File: src/rtl/ring_mem_node.sv
module ring_mem_node #(
  parameter int NODE_W    = 8,
  parameter int AW        = 16,
  parameter int DW        = 32,
  parameter int MAX_WORDS = 16,
  parameter int DEPTH     = 32
) (
  input  logic              clk,
  input  logic              rst_n,
  input  logic [NODE_W-1:0] node_id,
  input  logic              host_valid,
  output logic              host_ready,
  input  logic [AW-1:0]     host_addr,
  input  logic [DW-1:0]     host_data,
  output logic              mem_we,
  output logic [AW-1:0]     mem_addr,
  output logic [DW-1:0]     mem_data,
  input  logic              rx_valid,
  output logic              rx_ready,
  input  logic              rx_sop,
  input  logic              rx_eop,
  input  logic              rx_err,
  input  logic [NODE_W-1:0] rx_origin,
  input  logic [AW-1:0]     rx_addr,
  input  logic [DW-1:0]     rx_data,
  input  logic              link_present,
  input  logic              link_sync,
  output logic              tx_valid,
  input  logic              tx_ready,
  output logic              tx_sop,
  output logic              tx_eop,
  output logic [NODE_W-1:0] tx_origin,
  output logic [AW-1:0]     tx_addr,
  output logic [$clog2(MAX_WORDS*4):0] tx_len,
  output logic [DW-1:0]     tx_data,
  input  logic              user_stat_we,
  input  logic              user_stat_d,
  output logic              user_stat,
  output logic              signal_detect,
  output logic              own_data_seen
);
  localparam int PW = $clog2(DEPTH);
  localparam int BI = $clog2(MAX_WORDS);
  localparam int CW = BI + 1;
  localparam int LW = $clog2(MAX_WORDS*4) + 1;

  // transmit queue
  logic [NODE_W-1:0] q_org  [DEPTH];
  logic [AW-1:0]     q_addr [DEPTH];
  logic [DW-1:0]     q_data [DEPTH];
  logic [PW-1:0]     wr_ptr, rd_ptr;
  logic [PW:0]       count;
  logic              full, push, push_fwd, push_host, pop, link_ok;
  logic [NODE_W-1:0] p_org;
  logic [AW-1:0]     p_addr;
  logic [DW-1:0]     p_data;

  // receive buffer and drain
  logic [DW-1:0]     rbuf [MAX_WORDS];
  logic [NODE_W-1:0] b_org;
  logic [AW-1:0]     b_addr;
  logic              in_rx, ovf, drain;
  logic [CW-1:0]     wi, buf_n, rx_idx;
  logic [BI-1:0]     ptr;
  logic              rx_take, rx_ovf_nxt, rx_good;
  logic [NODE_W-1:0] rx_org_cur;

  // packetiser
  logic              in_pkt, go_scan;
  logic [CW-1:0]     rem, run;
  logic              stat_q, own_q;

  assign link_ok       = link_present && link_sync;
  assign signal_detect = link_present;
  assign user_stat     = stat_q;
  assign own_data_seen = own_q;

  assign full      = (count == (PW+1)'(DEPTH));
  assign push_fwd  = drain && !full;
  assign host_ready = !full && !drain;
  assign push_host = host_valid && host_ready;
  assign push      = push_fwd || push_host;
  assign p_org     = push_fwd ? b_org : node_id;
  assign p_addr    = push_fwd ? b_addr + AW'(ptr) : host_addr;
  assign p_data    = push_fwd ? rbuf[ptr] : host_data;

  assign mem_we   = push;
  assign mem_addr = p_addr;
  assign mem_data = p_data;

  always_comb begin
    go_scan = 1'b1;
    run = CW'(1);
    for (int i = 1; i < MAX_WORDS; i++) begin
      if (go_scan && (i < int'(count)) &&
          q_org[rd_ptr + PW'(i)] == q_org[rd_ptr] &&
          q_addr[rd_ptr + PW'(i)] == q_addr[rd_ptr] + AW'(i))
        run = CW'(i + 1);
      else
        go_scan = 1'b0;
    end
  end

  assign tx_valid  = link_ok && (count != '0);
  assign tx_sop    = !in_pkt;
  assign tx_eop    = in_pkt ? (rem == CW'(1)) : (run == CW'(1));
  assign tx_len    = in_pkt ? '0 : LW'({run, 2'b00});
  assign tx_origin = q_org[rd_ptr];
  assign tx_addr   = q_addr[rd_ptr];
  assign tx_data   = q_data[rd_ptr];
  assign pop       = tx_valid && tx_ready;

  always_ff @(posedge clk) begin
    if (push) begin
      q_org[wr_ptr]  <= p_org;
      q_addr[wr_ptr] <= p_addr;
      q_data[wr_ptr] <= p_data;
    end
  end

  always_ff @(posedge clk) begin
    if (!rst_n) begin
      wr_ptr <= '0;
      rd_ptr <= '0;
      count  <= '0;
      in_pkt <= 1'b0;
      rem    <= '0;
    end else begin
      if (push) wr_ptr <= wr_ptr + PW'(1);
      if (pop)  rd_ptr <= rd_ptr + PW'(1);
      count <= count + (PW+1)'(push) - (PW+1)'(pop);
      if (pop) begin
        if (!in_pkt) begin
          if (run != CW'(1)) begin
            in_pkt <= 1'b1;
            rem    <= run - CW'(1);
          end
        end else begin
          rem <= rem - CW'(1);
          if (rem == CW'(1)) in_pkt <= 1'b0;
        end
      end
    end
  end

  assign rx_ready   = !drain;
  assign rx_take    = rx_valid && rx_ready && (rx_sop || in_rx);
  assign rx_idx     = rx_sop ? '0 : wi;
  assign rx_ovf_nxt = (!rx_sop && ovf) || (rx_idx >= CW'(MAX_WORDS));
  assign rx_org_cur = rx_sop ? rx_origin : b_org;
  assign rx_good    = rx_take && rx_eop && !rx_err && !rx_ovf_nxt;

  always_ff @(posedge clk) begin
    if (rx_take && !rx_idx[BI]) rbuf[rx_idx[BI-1:0]] <= rx_data;
    if (rx_take && rx_sop) begin
      b_org  <= rx_origin;
      b_addr <= rx_addr;
    end
  end

  always_ff @(posedge clk) begin
    if (!rst_n) begin
      in_rx  <= 1'b0;
      ovf    <= 1'b0;
      wi     <= '0;
      drain  <= 1'b0;
      buf_n  <= '0;
      ptr    <= '0;
      own_q  <= 1'b0;
      stat_q <= 1'b1;
    end else begin
      if (user_stat_we) stat_q <= user_stat_d;
      if (rx_take) begin
        ovf   <= rx_ovf_nxt;
        wi    <= rx_idx[BI] ? rx_idx : rx_idx + CW'(1);
        in_rx <= !rx_eop;
      end
      if (rx_good) begin
        if (rx_org_cur == node_id) own_q <= 1'b1;
        else begin
          drain <= 1'b1;
          buf_n <= rx_idx + CW'(1);
          ptr   <= '0;
        end
      end
      if (push_fwd) begin
        ptr <= ptr + BI'(1);
        if (CW'(ptr) == buf_n - CW'(1)) drain <= 1'b0;
      end
    end
  end

  p_no_tx_link_down_r8: assert property (@(posedge clk) disable iff (!rst_n)
    (!link_present || !link_sync) |-> !tx_valid);

  p_len_range_r3: assert property (@(posedge clk) disable iff (!rst_n)
    (tx_valid && tx_sop) |-> (tx_len >= LW'(4) && tx_len <= LW'(MAX_WORDS*4) && tx_len[1:0] == 2'b00));

  p_own_sticky_r7: assert property (@(posedge clk) disable iff (!rst_n)
    own_data_seen |=> own_data_seen);

  p_no_overflow_r10: assert property (@(posedge clk) disable iff (!rst_n)
    full |-> !host_ready);

  p_mem_queued_r2: assert property (@(posedge clk) disable iff (!rst_n)
    mem_we |=> (count == $past(count) + (PW+1)'(1) - (PW+1)'($past(pop))));

  p_err_dropped_r4: assert property (@(posedge clk) disable iff (!rst_n)
    (rx_valid && rx_ready && rx_eop && rx_err && !drain) |=> !drain);
endmodule

File: config.mk
export PLATFORM = sky130hd
export DESIGN_NAME = ring_mem_node
export DESIGN_NICKNAME = d
export VERILOG_FILES = /design/src/rtl/ring_mem_node.sv
export SDC_FILE = /design/constraint.sdc
export NUM_CORES = 2
export LEC_CHECK = 0
export BUFFER_PORTS_ARGS = -buffer_cell sky130_fd_sc_hd__buf_2
export CORE_ASPECT_RATIO = 1.25
export CORE_MARGIN = 3
export CORE_UTILIZATION = 50
export DETAILED_ROUTE_END_ITERATION = 6
export PLACE_DENSITY = 0.75
export SLEW_MARGIN = 5
export SYNTH_ARGS = -nofsm -noshare
export SYNTH_HDL_FRONTEND = slang
export SYNTH_SLANG_ARGS = --single-unit
File: constraint.sdc
create_clock -name clk -period 6.8 [get_ports clk]
set_input_delay 0.34 -clock clk [delete_from_list [all_inputs] [get_ports clk]]
set_output_delay 0.34 -clock clk [all_outputs]
set_load 0.005 [all_outputs]
==> qor.txt <==
via count - 114,000
Multi-input gate area - 73,200 sq um
CTS buffer count - 237
Critical path origin - rd_ptr[1]
Critical R2R Launch - rd_ptr[1]
number of I/O pins - 244
Final Skew - 0.148 ns
actual slew at the worst max-slew pin - 1.38 ns
Max Cap Viol - 0
RD Place Congestion - 1.11
sequential cell area - 71,000 sq um
Critical Path Max Stage Delay - 1.02 ns
FMAX - 139 MHz
grt total ovfl - 0
post-synthesis cell type count - 101
number of synthesized flops with an enable pin - 2,328
Critical Path End Type - primary output
Max Used Layer - met5
Synth async-reset ratio - 0%
Hold Crit Class - input port to flop
Syn Inst Count - 9,507
DR vias/cell - 7.54
CP endpoint - tx_eop
worst setup margin - -0.377 ns
CTS tree - yes
Fin Hold WS - 0.0735 ns
DR WL met2 - 304 mm
Clock Latency Late Sink - 0.99 ns
Clock Tree Root - clkbuf_16
Tcrit/Tclk final - 106%
Synth Flop Type - edfxtp_1
Crit Reg-Reg Endpoint - in_pkt
Core Area - 290,000 sq um
crit path DAT - 6.84 ns
syn_area_per_cell - 15.4 sq um
critical path type - flop to primary output
PD cells - 257 nW/um^2
CP max FO - 9
Core Rows - 221
Layout Utilization - 61.0%
# fillers - 20,900
first-pass GRT wire length - 936 mm
Die Ht - 611 microns
status - finished, violations left
number of synthesized register bits - 2,378
area of the mapped netlist - 146,000 sq um
Final Hold Vio Count - 0
initial antenna violation count - 66
Post-Route WL - 696 mm
DRT iter0 DRCs - 19,400
Die ar. - 299,000 sq um
Crit-path slowest cell - xnor2_2
DRT Pass-1 Iters - 7
Slew Limit Headroom - 8.06%
clk sinks - 2,378
Worst-path clk slew - 0.06 ns
TNS Setup - -1.22 ns
layout cells sized above 1 - 40.0%
Layout area overhead - 21.1%
leakage power - 57.7 nW
CP startpoint kind - flop
hold depth - 2
ANT nets after route - 0
Yosys warnings - 0
post-DP HPWL - 474 mm
post-DR wirelength/cell - 46.1 microns
met1 wire length - 235 mm
H-tree depth - 4
max-slew violations - 0
Final #Nets - 11,300
failing checks - DRC, setup timing
Tmin final - 7.18 ns
Final setup viols - 7
WP data required - 6.46 ns
number of global-route vias before repair - 110,000
Starting Density - 50.4%
R2R depth - 33
VDD IR max - 337 uV
DRC Markers - 2
total track usage - 45.8%
pin count of the biggest net entering global routing - 145
Reg2Reg Setup Slack - -0.19 ns
sequential area share after synthesis - 48.5%
CP dominant cell by count - buf_4
met3 wire len - 93.4 mm
unrepaired setup endpoints after global routing - true
chip width - 490 microns
Max Root-Sink Buffers - 4
IO Port Bufs - 241
## synthesized netlist by cell type, types with 191 or more instances
| cell type | n | area, sq um |
|---|---|---|
| edfxtp_1 | 2328 | 69900 |
| xnor2_1 | 331 | 2900 |
| a21oi_1 | 191 | 956 |
| a22oi_1 | 222 | 1670 |
| buf_2 | 296 | 1480 |
| nand2_1 | 545 | 2050 |
| nor2_1 | 280 | 1050 |
| mux4_2 | 1529 | 34400 |
| nand3_1 | 216 | 1080 |
| mux2_2 | 208 | 2340 |
| clkbuf_1 | 251 | 942 |
| mux2i_1 | 1517 | 15200 |
## worst min-delay path by stage
| stage | start | slack, ns | end |
|---|---|---|---|
| finish | rx_addr[7] | 0.07 | b_addr[7] |
| global route | rx_addr[9] | 0.05 | b_addr[9] |
| CTS | rx_addr[5] | 0.02 | b_addr[5] |
| detailed placement | own_data_seen | 0.49 | own_data_seen |
| global placement | user_stat | 0.46 | user_stat |
| floorplan | rst_n | 0.40 | user_stat |
## report_power, final
part	total [mW]	internal, mW	switching [mW]
combinational	14.7	5.96	8.77
sequential	16.7	16.5	0.190
clock	14.1	8.00	6.10
total	45.5	30.4	15.1
## worst max-delay path: cells and delay by family (launching register included)
family          cells  cell delay [ns]
compound gates      3             0.21
buf+inv             8             1.32
xor+xnor            2             1.47
flops               1             0.37
fa+ha+maj           2             0.31
simple gates        9             1.95
mux                 1             0.29
## final cells by class
class | count | area share (%)
multi-input cells | 6276 | 41.3
repair buffers | 2118 | 11.1
clock buffers | 282 | 3.49
diodes | 27 | 0.0382
clock inverters | 154 | 1.10
flip-flops and latches | 2378 | 40.1
inverters | 60 | 0.139
well taps | 3791 | 2.68
## registers in the layout, indices dropped and copies added (netlist names), named ones only
name and cells:
b_addr 16, b_org 8, buf_n 5, count 6, drain 1, in_pkt 1
in_rx 1, ovf 1, own_data_seen 1, ptr 4, q_addr 512, q_data 1024
q_org 256, rbuf 512, rd_ptr 5, rem 5, user_stat 1, wi 5
wr_ptr 5
## logic make-up after synthesis
logic type | synth area share [%]
AO/OA/AOI/OAI | 4.68
buffers and inverters | 2.91
adder cells (fa/ha/maj) | 0.515
flip-flops | 48.5
multiplexers | 35.6
other | 0.00256
XOR/XNOR | 2.99
AND/OR/NAND/NOR | 4.81
## cells in the final DEF (no fill, tap or decap), drive strengths merged, types with 107 or more instances in the layout
cell,count
o22ai,107
mux4,1531
clkbuf,294
buf,2032
nor2,281
xor2,159
a21oi,191
mux2,210
nand2,545
a22oi,222
mux2i,1517
xnor2,334
edfxtp,2328
nand3,217
## per-stage QoR
| stage | cell area (sq um) | worst slack, ns | instances | power [mW] |
|---|---|---|---|---|
| after detailed placement | 164000 | -0.642 | 14400 | 30.4 |
| final | 177000 | -0.377 | 15100 | 45.5 |
| after global routing | 177000 | -0.382 | 15100 | 46.2 |
| after floorplan | 146000 | 0.0113 | 9508 | 23.6 |
| after CTS | 176000 | -0.352 | 15000 | 44.7 |
| after global placement | 164000 | -0.725 | 14400 | 30.3 |
## routing by layer
metal,vias to the layer above,GRT usage (%)
met5,-,0
met4,42,31.8
met3,2587,14.8
met2,10700,67.4
met1,57900,57.4
li1,42600,-
## what timing repair did
action,4_1_cts,5_1_grt
hold buffers,63,0
endpoints found under the setup margin,12,12
gates resized for setup,233,153
buffers inserted,100,43
endpoints found under the hold margin,544,0
pin swaps,42,54
gates cloned,16,11
No activity file was read; power rests on OpenSTA's default activity.
